--- src/rtl/flash_sp_pkg.sv ---
package flash_sp_pkg;

    typedef enum logic [1:0] {
        ST_IDLE,
        ST_ARMED,
        ST_BUSY
    } sp_state_e;

    typedef enum logic [2:0] {
        OP_NONE,
        OP_FILL,
        OP_ERASE,
        OP_WRITE,
        OP_LOCK,
        OP_RWW
    } sp_op_e;

    localparam logic [4:0] CODE_FILL  = 5'b00001;
    localparam logic [4:0] CODE_ERASE = 5'b00011;
    localparam logic [4:0] CODE_WRITE = 5'b00101;
    localparam logic [4:0] CODE_LOCK  = 5'b01001;
    localparam logic [4:0] CODE_RWW   = 5'b10001;

endpackage

--- src/rtl/sp_cmd_decode.sv ---
module sp_cmd_decode
    import flash_sp_pkg::*;
(
    input  logic [4:0] code,
    output logic       valid,
    output sp_op_e     op
);
    always_comb begin
        valid = 1'b1;
        case (code)
            CODE_FILL:  op = OP_FILL;
            CODE_ERASE: op = OP_ERASE;
            CODE_WRITE: op = OP_WRITE;
            CODE_LOCK:  op = OP_LOCK;
            CODE_RWW:   op = OP_RWW;
            default: begin
                op    = OP_NONE;
                valid = 1'b0;
            end
        endcase
    end
endmodule

--- src/rtl/sp_window_timer.sv ---
module sp_window_timer #(
    parameter int WINDOW = 4
) (
    input  logic clk,
    input  logic rst,
    input  logic start,
    input  logic run,
    output logic expire
);
    localparam int CNT_W = (WINDOW > 1) ? $clog2(WINDOW) : 1;
    localparam logic [CNT_W-1:0] LAST = CNT_W'(WINDOW - 1);

    logic [CNT_W-1:0] cnt_q;

    always_ff @(posedge clk) begin
        if (rst)                            cnt_q <= '0;
        else if (start)                     cnt_q <= '0;
        else if (run && (cnt_q != LAST))    cnt_q <= cnt_q + 1'b1;
    end

    assign expire = run && (cnt_q == LAST);

    AST_CNT_LIMIT: assert property (@(posedge clk) disable iff (rst)
        start |=> (cnt_q == '0));
endmodule

--- src/rtl/flash_sp_ctrl.sv ---
module flash_sp_ctrl
    import flash_sp_pkg::*;
#(
    parameter int PTR_W           = 16,
    parameter int DATA_W          = 16,
    parameter int PAGE_WORDS      = 64,
    parameter int NRWW_FIRST_PAGE = 448,
    parameter int WINDOW          = 4,
    parameter int LOCK_W          = 8
) (
    input  logic                   clk,
    input  logic                   rst,
    input  logic                   csr_we,
    input  logic [7:0]             csr_wdata,
    output logic [7:0]             csr_rdata,
    input  logic                   store_stb,
    input  logic [PTR_W-1:0]       ptr,
    input  logic [DATA_W-1:0]      data_in,
    input  logic                   flash_done,
    output logic                   buf_we,
    output logic [$clog2(PAGE_WORDS)-1:0] buf_word,
    output logic [DATA_W-1:0]      buf_wdata,
    output logic                   erase_stb,
    output logic                   write_stb,
    output logic [PTR_W-2-$clog2(PAGE_WORDS):0] op_page,
    output logic                   lock_stb,
    output logic [LOCK_W-1:0]      lock_data,
    output logic                   rww_en_stb,
    output logic                   busy,
    output logic                   cpu_halt
);
    localparam int WORD_W = $clog2(PAGE_WORDS);
    localparam int PAGE_W = PTR_W - 1 - WORD_W;
    localparam logic [PAGE_W-1:0] HALT_PAGE = PAGE_W'(NRWW_FIRST_PAGE);

    sp_state_e  state_q, state_d;
    logic [4:0] cmd_q, cmd_d;
    logic       wr_valid, held_valid_unused, win_expire, win_start, launch;
    sp_op_e     wr_op_unused, held_op;
    logic       ptr_unused;
    logic [2:0] wdata_unused;

    assign ptr_unused   = ptr[0];
    assign wdata_unused = csr_wdata[7:5];

    sp_cmd_decode u_wr_dec (
        .code (csr_wdata[4:0]),
        .valid(wr_valid),
        .op   (wr_op_unused)
    );

    sp_cmd_decode u_held_dec (
        .code (cmd_q),
        .valid(held_valid_unused),
        .op   (held_op)
    );

    assign launch    = (state_q == ST_ARMED) && store_stb;
    assign win_start = csr_we && wr_valid && !launch && (state_q != ST_BUSY);

    sp_window_timer #(.WINDOW(WINDOW)) u_win (
        .clk   (clk),
        .rst   (rst),
        .start (win_start),
        .run   (state_q == ST_ARMED),
        .expire(win_expire)
    );

    // next-state: arm, rearm, expire, launch, finish
    always_comb begin
        state_d = state_q;
        cmd_d   = cmd_q;
        unique case (state_q)
            ST_IDLE: begin
                if (csr_we && wr_valid) begin
                    state_d = ST_ARMED;
                    cmd_d   = csr_wdata[4:0];
                end
            end
            ST_ARMED: begin
                if (store_stb) begin
                    if (held_op == OP_ERASE || held_op == OP_WRITE) begin
                        state_d = ST_BUSY;
                    end else begin
                        state_d = ST_IDLE;
                        cmd_d   = '0;
                    end
                end else if (csr_we && wr_valid) begin
                    cmd_d = csr_wdata[4:0];
                end else if (win_expire) begin
                    state_d = ST_IDLE;
                    cmd_d   = '0;
                end
            end
            ST_BUSY: begin
                if (flash_done) begin
                    state_d = ST_IDLE;
                    cmd_d   = '0;
                end
            end
            default: begin
                state_d = ST_IDLE;
                cmd_d   = '0;
            end
        endcase
    end

    // state register
    always_ff @(posedge clk) begin
        if (rst) begin
            state_q <= ST_IDLE;
            cmd_q   <= '0;
        end else begin
            state_q <= state_d;
            cmd_q   <= cmd_d;
        end
    end

    // registered outputs
    always_ff @(posedge clk) begin
        if (rst) begin
            buf_we     <= 1'b0;
            buf_word   <= '0;
            buf_wdata  <= '0;
            erase_stb  <= 1'b0;
            write_stb  <= 1'b0;
            op_page    <= '0;
            lock_stb   <= 1'b0;
            lock_data  <= '0;
            rww_en_stb <= 1'b0;
        end else begin
            buf_we     <= 1'b0;
            erase_stb  <= 1'b0;
            write_stb  <= 1'b0;
            lock_stb   <= 1'b0;
            rww_en_stb <= 1'b0;
            if (launch) begin
                unique case (held_op)
                    OP_FILL: begin
                        buf_we    <= 1'b1;
                        buf_word  <= ptr[WORD_W:1];
                        buf_wdata <= data_in;
                    end
                    OP_ERASE: begin
                        erase_stb <= 1'b1;
                        op_page   <= ptr[PTR_W-1 -: PAGE_W];
                    end
                    OP_WRITE: begin
                        write_stb <= 1'b1;
                        op_page   <= ptr[PTR_W-1 -: PAGE_W];
                    end
                    OP_LOCK: begin
                        lock_stb  <= 1'b1;
                        lock_data <= data_in[LOCK_W-1:0];
                    end
                    OP_RWW:  rww_en_stb <= 1'b1;
                    default: ;
                endcase
            end
        end
    end

    assign busy      = (state_q == ST_BUSY);
    assign cpu_halt  = busy && (op_page >= HALT_PAGE);
    assign csr_rdata = {1'b0, busy, 1'b0, cmd_q};

    AST_ONE_STROBE: assert property (@(posedge clk) disable iff (rst)
        $onehot0({buf_we, erase_stb, write_stb, lock_stb, rww_en_stb}));
    AST_NO_STROBE_UNARMED: assert property (@(posedge clk) disable iff (rst)
        (store_stb && state_q != ST_ARMED) |=>
        !(buf_we || erase_stb || write_stb || lock_stb || rww_en_stb));
    AST_PAGE_HELD: assert property (@(posedge clk) disable iff (rst)
        (busy && $past(busy)) |-> $stable(op_page));
    AST_HALT_STEADY: assert property (@(posedge clk) disable iff (rst)
        (busy && $past(busy)) |-> $stable(cpu_halt));
    AST_BUSY_KEEPS_ENABLE: assert property (@(posedge clk) disable iff (rst)
        (busy && !flash_done) |=> csr_rdata[0]);
    AST_BUSY_WRITE_IGNORED: assert property (@(posedge clk) disable iff (rst)
        (busy && csr_we && !flash_done) |=> $stable(csr_rdata[4:0]));
    AST_LOCK_KEEPS_PAGE: assert property (@(posedge clk) disable iff (rst)
        lock_stb |-> $stable(op_page));
endmodule

--- config.mk ---
export PLATFORM = sky130hd
export DESIGN_NAME = flash_sp_ctrl
export DESIGN_NICKNAME = d
export VERILOG_FILES = /design/src/rtl/flash_sp_pkg.sv /design/src/rtl/sp_cmd_decode.sv /design/src/rtl/sp_window_timer.sv /design/src/rtl/flash_sp_ctrl.sv
export SDC_FILE = /design/constraint.sdc
export NUM_CORES = 1
export LEC_CHECK = 0
export BUFFER_PORTS_ARGS = -buffer_cell sky130_fd_sc_hd__buf_2
export CORE_ASPECT_RATIO = 0.9
export CORE_MARGIN = 2
export CORE_UTILIZATION = 45
export CTS_BUF_LIST = sky130_fd_sc_hd__clkbuf_16
export CTS_CLUSTER_DIAMETER = 200
export DETAILED_ROUTE_END_ITERATION = 12
export HOLD_SLACK_MARGIN = 0.02
export MAX_ROUTING_LAYER = met4
export PLACE_DENSITY_LB_ADDON = 0.2
export SLEW_MARGIN = 5
export SYNTH_ARGS = -nofsm -noshare
export SYNTH_HDL_FRONTEND = slang
export SYNTH_SLANG_ARGS = --single-unit
--- constraint.sdc ---
create_clock -name clk -period 2.3 [get_ports clk]
set_input_delay 0.345 -clock clk [delete_from_list [all_inputs] [get_ports clk]]
set_output_delay 0.345 -clock clk [all_outputs]
set_load 0.01 [all_outputs]
==> impl_metrics.ini, run 1 <==
[yosys]
yosys_most_used_dff = dfxtp_1
yosysTopAreaCellShare_pct = 51.27
synth_area_leaders = dfxtp_1 (51%), mux2i_1 (11%), nand2_1 (9.6%)
synth_top_family_by_area = simple AND/OR/NAND/NOR gates
syn-mean-instance-area_um2 = 8.959
synth_seq_cells = 53
ys_warn_count = 0
async_flop_share_pct = 0
yosysSeqAreaShare_pct = 51.27
synth.largest_area_cell = dfxtp_1
synth_edf_count = 0
netlist_area_um2 = 2069
synth-xor-area-share_pct = 0.8464
synth_cell_types = 33
synth-simple-area-share_pct = 22.61
synth_cells = 231
synth_compound_area_share_pct = 9.008
synth.mux.area_fraction_pct = 11.12
synthAdderAreaFrac_pct = 1.088

[critical_path]
critPathCaptureType = flop
cp_max_fo = 5
endpoint = cmd_q[4]
crit_type = reg -> reg
worstPathArrival_ns = 2.09
timing.rr.end = cmd_q[4]
r2r_slack_ns = 0.37
r2r_start = cmd_q[0]
startpoint = cmd_q[0]
cp.required_ns = 2.46
critPathLaunchType = flop
reg2reg_depth = 5

[place]
dpl-instance-area_um2 = 2562
place.gp.congestion = 0.8317
port_buffers = 92
dp_hpwl_mm = 3.278

[cells_and_area]
ff_latch_area_um2 = 1061
nets = 365
finalInstanceArea_um2 = 2723
layout_common_cells = buf_2 (92), nand2_1 (53), dfxtp_1 (53)
final_common_cell = buf_2
antenna_cells = 0
fill_cells = 426
multi_input_comb_area_um2 = 937.1
drive_gt1_share_pct = 33.86
syn2layout_area_growth_pct = 31.56

[sta]
slew-limit-headroom_pct = 41.23
post-route-period-util_pct = 84.03
finalMaxSlewViolations = 0
fin_skew_ns = 0.003343
finalSetupViolCount = 0
clock.fmax_ghz = 0.5174
rsz0062_at_grt = false
finalCriticalPeriod_ns = 1.933
worst_slew_pin_slew_ns = 0.8816
tns_ns = 0
hold_violations = 0

[power_and_ir_drop]
leakagePower_nw = 1.374
power_density_nw_per_um2 = 680.5
ir_worst_vdd_v = 0.0004786

[floorplanning]
core_um2 = 4432
dieHeight_um = 68.34
die_area_um2 = 5158
ioPinCount = 99
start_util_pct = 46.70
fp-row-count = 23
die_w_um = 75.49

[routing]
ant_nets = 0
drt_iter0_markers = 59
drc = 0
wl_per_cell_um = 11.91
via_count = 1795
drt-pass1-iter-count = 4
routed_wl_mm = 4.539
via_per_inst = 4.711

[cts]
cts_buffer_depth = 2
htree_levels = 2
clkSlewWorstSetupHoldPaths_ns = 0.06
clock_latency_ns = 0.28
cts_hold_buffers = 0
cts_num_sinks = 53
cts_root_buffer = clkbuf_16
cts_tree = done
cts_setup_buffers = 0
cts_resized = 0
cts-buffers-inserted = 5

[global_route]
grt-ovfl-total = 0
grt_pass1_wl_mm = 6.789
antenna_found_initial = 0
grt_max_degree = 52
grt_pass1_vias = 1563
grt_use_total_pct = 17.72

[status]
status = finished clean

[min_path]
hold_class = in -> reg

[flow_run]
cap_violations = 0
==> per-layer routing <==
layer / share of wire [%] / GRT usage [%] / up-vias
li1: - / - / 937
met1: 45 / 22.08 / 792
met2: 47 / 28.04 / 61
met3: 7.1 / 5.007 / 5
met4: 0.86 / 5.263 / 0
met5: 0 / - / -
==> power breakdown <==
part	switching (mW)	leakage, nW	internal [mW]
sequential	0.0105	0.427	0.926
combinational	0.0579	0.867	0.0528
clock	0.300	0.0797	0.505
==> registers in the layout, summed over array words and instances (netlist names) <==
| register | count |
|---|---|
| erase_stb | 1 |
| state_q | 2 |
| rww_en_stb | 1 |
| buf_we | 1 |
| write_stb | 1 |
| lock_stb | 1 |
| op_page | 9 |
| lock_data | 8 |
| buf_word | 6 |
| u_win.cnt_q | 2 |
| cmd_q | 5 |
| buf_wdata | 16 |
==> how the worst min path moves through the flow <==
stage	startpoint	end	cells past startpoint	slack (ns)
2_1_floorplan	u_win.cnt_q[1]	u_win.cnt_q[1]	2	0.46
3_3_place_gp	buf_wdata[14]	buf_wdata[14]	2	0.44
3_5_place_dp	buf_wdata[8]	buf_wdata[8]	2	0.44
4_1_cts	data_in[9]	buf_wdata[9]	3	0.29
5_1_grt	data_in[13]	buf_wdata[13]	3	0.29
6_report	ptr[4]	buf_word[3]	3	0.30
==> area by class of cell <==
class                           instances  area share (%)
Sequential cell                        53           38.97
Clock inverter                          2           1.287
Clock buffer                            5           4.596
Tap cell                               62           2.849
Inverter                                1          0.1379
Timing Repair Buffer                   95           17.74
Multi-Input combinational cell        163           34.42
==> stage by stage <==
step                      cells  utilization [%]  hold slack, ns  power [mW]  setup WS, ns
after floorplan             232                -          0.4646       1.019        0.4795
after global placement      374            57.82          0.4395       1.067        0.3649
after detailed placement    374            57.82          0.4437       1.068        0.3174
after CTS                   381            61.43          0.2886       1.877        0.3729
after global routing        381            61.43          0.2898       1.934        0.2270
final                       381            61.43          0.2958       1.853        0.3674
==> cell families after synthesis <==
logic type	after synthesis
simple gates	102
other cells	1
compound gates	32
xor+xnor	2
flops	53
buf+inv	16
mux	23
fa+ha+maj	2
==> critical path, stage by stage (launching register included) <==
cell     delay [ns]
dfxtp_1        0.36
nor2b_1        0.31
or4b_4         0.54
nor3b_1        0.16
a31o_1         0.30
mux2i_1        0.15
==> Yosys cell counts (2+ instances only) <==
cell       n
nor3_1     2
dfxtp_1   53
nand3_1    2
nand2_1   53
buf_4      3
nor3b_1    2
or3_1      2
xnor2_1    2
clkbuf_1  10
mux2i_1   23
a21oi_1   26
nor2_1    25
nand3b_1   2
nand2b_1   7
Note: power is estimated with default switching activity, not from simulation.
==> run 2: changes to the inputs <==
- clock period: 2.3 -> 2 ns (I/O delays scaled with it)
==> run 2 against run 1 <==
Compared with the run above: register-to-register slack got worse by 0.20 ns; cell area rose by 1.1%; worst setup slack got worse by 0.20 ns; wire length fell by 0.24%; combinational power rose by 23%; clock skew rose by 0.0036 ns; clock power rose by 2%; global-route usage rose by 0.41 points; clock-buffer cell count did not move; power rose by 9.7%; critical path type unchanged; critical endpoint is now cmd_q[3].
==> impl_metrics.ini, run 2 (synthesized netlist as in run 1, its figures left out) <==
[sta]
rsz0062_at_grt = false
finalCriticalPeriod_ns = 1.829
tns_ns = 0
clock.fmax_ghz = 0.5469
hold_ws_ns = 0.2457
hold_violations = 0
finalMaxSlewViolations = 0
fin_skew_ns = 0.006951
post-route-period-util_pct = 91.43
finalSetupViolCount = 0

[routing]
routed_wl_mm = 4.528
drt-pass1-iter-count = 4
drc = 0
ant_nets = 0
via_per_inst = 4.737
wl_per_cell_um = 11.67
drt_iter0_markers = 70
via_count = 1838

[cts]
cts_hold_buffers = 0
cts_root_buffer = clkbuf_16
htree_levels = 2
cts_tree = done
cts_setup_buffers = 0
cts_num_sinks = 53
cts_buffer_depth = 2
clkSlewWorstSetupHoldPaths_ns = 0.07
cts_resized = 0
clock_latency_ns = 0.28
cts-buffers-inserted = 5

[power_and_ir_drop]
cell_internal_pwr_mw = 1.591
p_seq_share_pct = 53.0
power_density_nw_per_um2 = 738.6
power.clock.fraction_pct = 40.4
leakagePower_nw = 1.391
p_sw_mw = 0.4413
ir_worst_vdd_v = 0.0005339
swShare_pct = 21.72
combPwrFrac_pct = 6.7

[global_route]
antenna_found_initial = 0
grt_max_degree = 29
gr-max-usage-layer = met2
grt_util_met3_pct = 4.713
grt_pass1_wl_mm = 7.010
grt_pass1_vias = 1640
met2_usage_pct = 28.37
use_met1_pct = 22.88
grt-ovfl-total = 0
grt_use_total_pct = 18.14

[cells_and_area]
syn2layout_area_growth_pct = 32.95
largest_reg_flops = 16
reg_top3 = buf_wdata (16), op_page (9), lock_data (8)
nets = 371
fill_cells = 433
finalInstanceArea_um2 = 2751
final_common_cell = buf_2
layout_common_cells = buf_2 (92), nand2_1 (53), dfxtp_1 (53)
antenna_cells = 0
regMostFlops = buf_wdata
drive_gt1_share_pct = 34.97

[floorplanning]
core_um2 = 4432
fp-row-count = 23
start_util_pct = 46.70
die_w_um = 75.49
dieHeight_um = 68.34
ioPinCount = 99
die_area_um2 = 5158

[critical_path]
critPathCaptureType = flop
r2r_slack_ns = 0.17
reg2reg_depth = 5
cp.required_ns = 2.16
critPathLaunchType = flop
r2r_start = state_q[1]
crit_type = reg -> reg
cp_max_fo = 7
worstPathArrival_ns = 1.99
timing.rr.end = cmd_q[3]

[min_path]
hold_start = ptr[13]
holdPathStages = 3
hold_class = in -> reg
hold_end = op_page[6]

[status]
status = finished clean

[flow_run]
cap_violations = 0

[place]
place.gp.congestion = 0.8496
dpl-instance-area_um2 = 2608
dp_hpwl_mm = 3.365
port_buffers = 92
[run 2: through the flow]
step	instances	worst slack, ns	utilization [%]	power, mW
finish	388	0.1714	62.08	2.032
global route	388	0.09894	62.08	2.110
CTS	388	0.1687	62.08	2.053
detailed placement	380	0.09577	58.84	1.236
global placement	380	0.1111	58.84	1.235
floorplan	232	0.1795	-	1.171
[run 2: how the worst max path moves through the flow]
| stage | start | endpoint | slack [ns] |
|---|---|---|---|
| finish | state_q[1] | cmd_q[3] | 0.17 |
| global route | cmd_q[0] | cmd_q[3] | 0.1 |
| CTS | state_q[1] | cmd_q[3] | 0.17 |
| detailed placement | csr_wdata[3] | cmd_q[1] | 0.1 |
| global placement | csr_wdata[3] | cmd_q[2] | 0.11 |
| floorplan | cmd_q[0] | cmd_q[0] | 0.18 |
[run 2: power groups by stage]
stage	logic [mW]	clock network (mW)	registers, mW
6_report	0.136	0.820	1.08
5_1_grt	0.152	0.880	1.08
4_1_cts	0.137	0.840	1.08
3_5_place_dp	0.135	0	1.10
3_3_place_gp	0.135	0	1.10
2_1_floorplan	0.0687	0	1.10
[run 2: layer usage]
layer  vias to the layer above  wire [um]  part of all wire, %
met3                         4        302                  6.7
met5                         -          0                    0
met1                       821       2139                   47
met4                         0         36                 0.80
li1                        952          -                    -
met2                        61       2050                   45
[run 2: critical path, stage by stage, from the launching register on]
cell and delay, ns:
dfxtp_1 0.38, nand3b_4 0.18, or4b_4 0.54, nor3b_1 0.16, a31o_1 0.30, mux2i_1 0.15
[run 2: area by class of cell]
class / count / area (um^2) / area share, %
Tap cell: 62 / 77.57 / 2.819
Multi-Input combinational cell: 163 / 937.1 / 34.06
Timing Repair Buffer: 101 / 528.0 / 19.19
Inverter: 1 / 3.754 / 0.1364
Clock buffer: 5 / 125.1 / 4.548
Clock inverter: 3 / 18.77 / 0.6821
Sequential cell: 53 / 1061 / 38.56
